--- src/rtl/frame_gray_pkg.sv ---
package frame_gray_pkg;
  localparam int CH_W  = 8;
  localparam int PIX_W = 3 * CH_W;
  localparam int SUM_W = CH_W + 2;

  typedef struct packed {
    logic [CH_W-1:0] r;
    logic [CH_W-1:0] g;
    logic [CH_W-1:0] b;
  } pix_t;
endpackage

--- src/rtl/gray_seq.sv ---
module gray_seq #(
  parameter int ADDR_W = 17,
  parameter int N_PIX  = 76800
) (
  input  logic              clk_i,
  input  logic              rst_ni,
  input  logic              start_i,
  input  logic              last_wr_i,
  output logic              rd_en_o,
  output logic [ADDR_W-1:0] rd_addr_o,
  output logic              busy_o,
  output logic              done_o
);
  localparam logic [ADDR_W-1:0] LAST = ADDR_W'(N_PIX - 1);

  logic              busy_q, rd_act_q, done_q;
  logic [ADDR_W-1:0] addr_q;

  always_ff @(posedge clk_i or negedge rst_ni) begin
    if (!rst_ni) begin
      busy_q   <= 1'b0;
      rd_act_q <= 1'b0;
      done_q   <= 1'b0;
      addr_q   <= '0;
    end else begin
      done_q <= 1'b0;
      if (!busy_q && start_i) begin
        busy_q   <= 1'b1;
        rd_act_q <= 1'b1;
        addr_q   <= '0;
      end else begin
        if (rd_act_q) begin
          if (addr_q == LAST) rd_act_q <= 1'b0;
          else                addr_q   <= addr_q + 1'b1;
        end
        if (last_wr_i) begin
          busy_q <= 1'b0;
          done_q <= 1'b1;
        end
      end
    end
  end

  assign rd_en_o   = rd_act_q;
  assign rd_addr_o = addr_q;
  assign busy_o    = busy_q;
  assign done_o    = done_q;

  a_r4_rd_step: assert property (@(posedge clk_i) disable iff (!rst_ni)
    (rd_act_q && $past(rd_act_q)) |-> (addr_q == $past(addr_q) + 1'b1));

  a_r7_start_ignored: assert property (@(posedge clk_i) disable iff (!rst_ni)
    (busy_q && rd_act_q && start_i && addr_q != LAST) |=> (addr_q == $past(addr_q) + 1'b1));

  a_r6_done_ends_busy: assert property (@(posedge clk_i) disable iff (!rst_ni)
    done_q |-> (!busy_q && $past(busy_q)));
endmodule

--- src/rtl/pipe_delay.sv ---
module pipe_delay #(
  parameter int W     = 8,
  parameter int DEPTH = 1
) (
  input  logic         clk_i,
  input  logic         rst_ni,
  input  logic [W-1:0] d_i,
  output logic [W-1:0] q_o
);
  logic [W-1:0] stg_q [DEPTH];

  always_ff @(posedge clk_i or negedge rst_ni) begin
    if (!rst_ni) stg_q[0] <= '0;
    else         stg_q[0] <= d_i;
  end

  for (genvar i = 1; i < DEPTH; i++) begin : g_stage
    always_ff @(posedge clk_i or negedge rst_ni) begin
      if (!rst_ni) stg_q[i] <= '0;
      else         stg_q[i] <= stg_q[i-1];
    end
  end

  assign q_o = stg_q[DEPTH-1];
endmodule

--- src/rtl/rgb_mean.sv ---
module rgb_mean
  import frame_gray_pkg::*;
(
  input  logic clk_i,
  input  logic rst_ni,
  input  logic valid_i,
  input  pix_t pix_i,
  output pix_t pix_o
);
  // floor(x/3) as (x * ceil(2^S/3)) >> S, exact for x < 2^SUM_W
  localparam int          SH     = SUM_W + 1;
  localparam int          PROD_W = 2 * SUM_W + 2;
  localparam logic [SH:0] MAGIC  = (SH+1)'(((1 << SH) + 2) / 3);

  logic [SUM_W-1:0]  sum;
  logic [PROD_W-1:0] prod;
  logic [CH_W-1:0]   gray, gray_q;

  assign sum  = SUM_W'(pix_i.r) + SUM_W'(pix_i.g) + SUM_W'(pix_i.b);
  assign prod = PROD_W'(sum) * PROD_W'(MAGIC);
  assign gray = prod[SH +: CH_W];

  always_ff @(posedge clk_i or negedge rst_ni) begin
    if (!rst_ni)      gray_q <= '0;
    else if (valid_i) gray_q <= gray;
  end

  assign pix_o = '{r: gray_q, g: gray_q, b: gray_q};

  a_r2_exact_div: assert property (@(posedge clk_i) disable iff (!rst_ni)
    valid_i |=> ((int'(gray_q) * 3 <= int'($past(sum))) &&
                 (int'($past(sum)) - int'(gray_q) * 3 < 3)));
endmodule

--- src/rtl/frame_gray_sweep.sv ---
module frame_gray_sweep
  import frame_gray_pkg::*;
#(
  parameter int FRAME_W = 320,
  parameter int FRAME_H = 240,
  parameter int RD_LAT  = 1,
  parameter int N_PIX   = FRAME_W * FRAME_H,
  parameter int ADDR_W  = $clog2(N_PIX)
) (
  input  logic              clk_i,
  input  logic              rst_ni,
  input  logic              start_i,
  output logic              rd_en_o,
  output logic [ADDR_W-1:0] rd_addr_o,
  input  logic [PIX_W-1:0]  rd_data_i,
  output logic              wr_en_o,
  output logic [ADDR_W-1:0] wr_addr_o,
  output logic [PIX_W-1:0]  wr_data_o,
  output logic              busy_o,
  output logic              done_o
);
  localparam logic [ADDR_W-1:0] LAST = ADDR_W'(N_PIX - 1);

  logic              vld_al, wr_en_q, last_wr;
  logic [ADDR_W-1:0] addr_al, wr_addr_q;
  pix_t              mean_pix;

  gray_seq #(.ADDR_W(ADDR_W), .N_PIX(N_PIX)) u_seq (
    .clk_i, .rst_ni, .start_i,
    .last_wr_i (last_wr),
    .rd_en_o, .rd_addr_o, .busy_o, .done_o
  );

  // align valid/address with the data returned by the buffer
  pipe_delay #(.W(ADDR_W + 1), .DEPTH(RD_LAT)) u_dly (
    .clk_i, .rst_ni,
    .d_i ({rd_en_o, rd_addr_o}),
    .q_o ({vld_al, addr_al})
  );

  rgb_mean u_mean (
    .clk_i, .rst_ni,
    .valid_i (vld_al),
    .pix_i   (pix_t'(rd_data_i)),
    .pix_o   (mean_pix)
  );

  always_ff @(posedge clk_i or negedge rst_ni) begin
    if (!rst_ni) begin
      wr_en_q   <= 1'b0;
      wr_addr_q <= '0;
    end else begin
      wr_en_q   <= vld_al;
      wr_addr_q <= addr_al;
    end
  end

  assign last_wr   = wr_en_q && (wr_addr_q == LAST);
  assign wr_en_o   = wr_en_q;
  assign wr_addr_o = wr_addr_q;
  assign wr_data_o = mean_pix;

  a_r3_equal_fields: assert property (@(posedge clk_i) disable iff (!rst_ni)
    wr_en_o |-> (wr_data_o[23:16] == wr_data_o[15:8] && wr_data_o[15:8] == wr_data_o[7:0]));

  a_r4_wr_step: assert property (@(posedge clk_i) disable iff (!rst_ni)
    (wr_en_o && $past(wr_en_o)) |-> (wr_addr_o == $past(wr_addr_o) + 1'b1));

  a_r1_idle_quiet: assert property (@(posedge clk_i) disable iff (!rst_ni)
    !busy_o |-> (!wr_en_o && !rd_en_o));
endmodule

--- config.mk ---
export PLATFORM = sky130hd
export DESIGN_NAME = frame_gray_sweep
export DESIGN_NICKNAME = d
export VERILOG_FILES = /design/src/rtl/frame_gray_pkg.sv /design/src/rtl/gray_seq.sv /design/src/rtl/pipe_delay.sv /design/src/rtl/rgb_mean.sv /design/src/rtl/frame_gray_sweep.sv
export SDC_FILE = /design/constraint.sdc
export NUM_CORES = 1
export LEC_CHECK = 0
export ABC_AREA = 1
export CORE_AREA = 5 5 107 109
export DETAILED_ROUTE_END_ITERATION = 10
export DIE_AREA = 0 0 112 114
export GPL_TIMING_DRIVEN = 1
export PLACE_DENSITY = 0.75
export REMOVE_ABC_BUFFERS = 1
export SYNTH_ARGS = -nofsm -noshare
export SYNTH_HDL_FRONTEND = slang
export SYNTH_HIERARCHICAL = 1
export SYNTH_SLANG_ARGS = --single-unit
--- constraint.sdc ---
create_clock -name clk_i -period 1.7 [get_ports clk_i]
set_clock_uncertainty 0.05 [all_clocks]
set_input_delay 0.34 -clock clk_i [delete_from_list [all_inputs] [get_ports clk_i]]
set_output_delay 0.34 -clock clk_i [all_outputs]
set_load 0.005 [all_outputs]
==> results of run 1 <==
-- state kept, by name, summed over array words and instances, names as in the netlist --
register,count
wr_en_o,1
wr_addr_o,17
u_seq/busy_o,1
u_dly/q_o,18
u_mean/gray_q,8
u_seq/rd_addr_o,17
u_seq/rd_en_o,1
u_seq/done_o,1
-- cell families after synthesis --
group | after synthesis | synth area share, %
simple gates | 246 | 21.1
buf+inv | 100 | 8.89
fa+ha+maj | 96 | 28.5
flops | 64 | 32.0
compound gates | 48 | 5.72
xor+xnor | 22 | 3.84
-- placed cells by master, fill, tap and decap left out, types with 3 or more instances in the layout --
cell / count
sky130_fd_sc_hd__a21oi_1: 10
sky130_fd_sc_hd__a21oi_2: 8
sky130_fd_sc_hd__buf_2: 4
sky130_fd_sc_hd__buf_4: 107
sky130_fd_sc_hd__buf_6: 4
sky130_fd_sc_hd__clkbuf_8: 11
sky130_fd_sc_hd__clkdlybuf4s50_1: 53
sky130_fd_sc_hd__dfrtp_1: 50
sky130_fd_sc_hd__dfrtp_2: 14
sky130_fd_sc_hd__dlygate4sd2_1: 18
sky130_fd_sc_hd__dlymetal6s2s_1: 10
sky130_fd_sc_hd__fa_1: 27
sky130_fd_sc_hd__fa_2: 3
sky130_fd_sc_hd__ha_1: 36
sky130_fd_sc_hd__ha_4: 29
sky130_fd_sc_hd__inv_1: 66
sky130_fd_sc_hd__inv_2: 14
sky130_fd_sc_hd__nand2_1: 126
sky130_fd_sc_hd__nand2_2: 12
sky130_fd_sc_hd__nand2_4: 4
sky130_fd_sc_hd__nand3_1: 38
sky130_fd_sc_hd__nand3_2: 7
sky130_fd_sc_hd__nand4_1: 6
sky130_fd_sc_hd__nor2_1: 36
sky130_fd_sc_hd__nor2_2: 4
sky130_fd_sc_hd__nor2_4: 4
sky130_fd_sc_hd__o21ai_0: 15
sky130_fd_sc_hd__o21ai_1: 5
sky130_fd_sc_hd__o21bai_1: 5
sky130_fd_sc_hd__xnor2_1: 7
sky130_fd_sc_hd__xor2_1: 12
-- path summary, 6_finish.rpt --
| kind | start | endpoint | slack (ns) | cells past startpoint |
|---|---|---|---|---|
| worst max-delay path | rd_data_i[16] | u_mean/gray_q[7] | -3.63 | 30 |
| worst min-delay path | u_dly/q_o[8] | wr_addr_o[8] | 0.30 | 0 |
| worst max register to register | u_seq/rd_addr_o[0] | u_seq/rd_addr_o[16] | 0 | 9 |
| worst min register to register | u_dly/q_o[8] | wr_addr_o[8] | 0.30 | 0 |
| max in group asynchronous | rst_ni | u_seq/rd_addr_o[8] | 0.61 | 3 |
| min in group asynchronous | rst_ni | u_dly/q_o[4] | 0.45 | 2 |
-- critical path: cells and delay by family --
| family | cells | cell delay [ns] |
|---|---|---|
| adder cells (fa/ha/maj) | 9 | 3.15 |
| AND/OR/NAND/NOR | 14 | 0.97 |
| buffers and inverters | 5 | 0.59 |
| XOR/XNOR | 1 | 0.29 |
| AO/OA/AOI/OAI | 1 | 0.16 |
-- per-layer routing --
metal	GRT usage, %	up-vias	routed length (µm)
met1	27.7	2314	5880
met2	45.2	198	8230
met3	4.46	40	780
met4	8.17	0	399
met5	0	-	0
li1	-	2219	-
-- synth_stat cells (all sizes together) --
library cell,instances,share of area [%]
inv,80,6.0
nand2,142,11
nor3,3,0.40
xor2,14,2.4
a21o,1,0.15
nand3b,2,0.30
a21oi,18,1.9
o21ai,21,2.1
a21boi,1,0.15
nor2,44,3.6
clkinv,1,0.075
dfrtp,64,32
ha,66,16
nand3,46,4.9
o21bai,6,1.1
buf,19,2.8
nor4,2,0.25
nand4,6,0.75
o311ai,1,0.32
xnor2,8,1.4
or2,1,0.12
fa,30,12
-- area by class of cell --
cell class / count / area, µm² / share of cell area [%]
Clock buffer: 12 / 155 / 2.05
Clock inverter: 4 / 28.8 / 0.380
Inverter: 81 / 304 / 4.01
Multi-Input combinational cell: 412 / 3550 / 46.9
Sequential cell: 64 / 1620 / 21.4
Tap cell: 140 / 175 / 2.31
Timing Repair Buffer: 201 / 1740 / 23.0
-- stage by stage --
step	TNS, ns	worst slack (ns)
3_3_place_gp	-34.88	-4.44
6_report	-28.48	-3.63
2_1_floorplan	-29.77	-3.82
5_1_grt	-30.28	-3.86
3_5_place_dp	-36.39	-4.64
4_1_cts	-27.03	-3.44
-- what timing repair did --
action,in CTS,in global routing
buffers inserted,32,8
resized for setup,125,36
hold endpoints to repair,18,0
setup endpoints to repair,26,35
pin swaps,58,16
hold buffers,1,0
==> Flow_metrics.wiki, run 1 <==
{| class="wikitable"
! Metric !! Value
|-
| Outcome || complete, but fails checks
|-
| Violations in the final reports || negative setup slack
|-
| Share of post-route cells with drive strength above 1 || 31.5%
|-
| Area growth, synth to finish || 51.1%
|-
| Average via count per standard cell || 5.22
|-
| Number of DRC violations after detailed routing || 0
|-
| Yosys warns || 6
|-
| H-tree depth || 3
|-
| Number of vias after detailed routing || 4771
|-
| Final standard cell count with taps included and fillers excluded || 914
|-
| DP HPWL || around 10 mm
|-
| Final Critical Period || approximately 5.3 ns
|-
| Clock-pin slew on the worst setup and hold paths || ~0.070 ns
|-
| Count of mapped cells out of synthesis || ~580
|-
| Final Max Tran Viols || 0
|-
| Maximum clock frequency || 187 MHz
|-
| Maximum fanout along the worst path || 3
|-
| Final Net Count || 892
|-
| Vertical die dimension || about 110 µm
|-
| Startpoint Class || primary input
|-
| TritonCTS buffer count || 9
|-
| Arrival @ worst endpoint || 5.51 ns
|-
| Final hold violations || 0
|-
| Endpoint kind of the worst setup timing path || flop
|-
| Area after detailed placement || 6490 µm²
|-
| Count of fill cells added during filler insertion || 733
|-
| Final core utilization || 72.1%
|-
| DRC marker count from the first detailed-route iteration || between 300 and 400
|-
| Cell area after synthesis || ~5000 µm²
|-
| Vias in the first global route || 5167
|-
| Antenna cell count || 0
|-
| Slew @ Worst Pin || 0.505 ns
|-
| Count of pins on the block boundary || 89
|-
| Classification of the worst-slack hold path || flop to flop
|-
| Crit path required time || 1.87 ns
|-
| Clk Tree Root Cell || sky130_fd_sc_hd__clkbuf_8
|-
| Drt first pass iters || 4
|-
| Syn avg cell area || between 8 and 9 µm²
|-
| Number of setup violations in the final report || 8
|-
| Pin count of the biggest net entering global routing || 30
|-
| Cell area after layout || roughly 7600 µm²
|-
| Die area || ~13000 µm²
|-
| First-pass GRT wire length || between 20 and 25 mm
|-
| Delay of the slowest cell on the worst path || 0.51 ns
|-
| Final hold slack || around 0.30 ns
|-
| Count of input and output buffers || 88
|-
| Overall routed net length || 15.3 mm
|-
| Core Footprint || 10500 µm²
|-
| Instance count after placement with tap cells included || 858
|-
| Part of the Yosys area used for sequential elements || 32.0%
|-
| Clock tree from TritonCTS || yes
|-
| Starting utilization of the core area || 47.7%
|-
| Cell variety after synth || 32
|-
| Sinks on the clock net || 64
|-
| Antenna viol nets, final || 0
|-
| Aggregate global routing overflow || 0
|-
| Final critical-path setup slack || -3.63 ns
|-
| All-Layer GR Usage || about a quarter
|-
| Weighted congestion at the end of routability-driven global placement || about 0.89
|-
| WS Path Type || primary input to flop
|-
| Width of the chip || about 110 µm
|-
| Cell row count || 38
|-
| Setup repair after global routing missed its margin || yes
|-
| Crit-path slowest cell || sky130_fd_sc_hd__fa_1
|-
| Fraction of the cycle the final worst path needs || 314%
|-
| Worst slew margin || 66.3%
|-
| Maximum clock path buffer count || 2
|-
| Count of state elements after synthesis || 64
|-
| Antenna violations before repair || 0
|-
| Number of maximum-capacitance constraint violations || 0
|-
| Insertion delay of the later-clocked pin in the worst-skew pair || between 0.3 and 0.4 ns
|-
| Routed WL per cell || 16.7 µm
|}
Power of run 1 is not shown: default switching activity piles up to over one toggle a cycle in this logic, so the estimate is an artifact.
==> run 2, diff against run 1 <==
--- a/config.mk
+++ b/config.mk
@@ -12,6 +12,7 @@
 export GPL_TIMING_DRIVEN = 1
 export PLACE_DENSITY = 0.75
 export REMOVE_ABC_BUFFERS = 1
+export SLEW_MARGIN = 20
 export SYNTH_ARGS = -nofsm -noshare
 export SYNTH_HDL_FRONTEND = slang
 export SYNTH_HIERARCHICAL = 1
==> results of run 2 <==
No change in the layout: final DEF, timing and power equal those of run 1.
Power of run 2 is left out for the same reason.
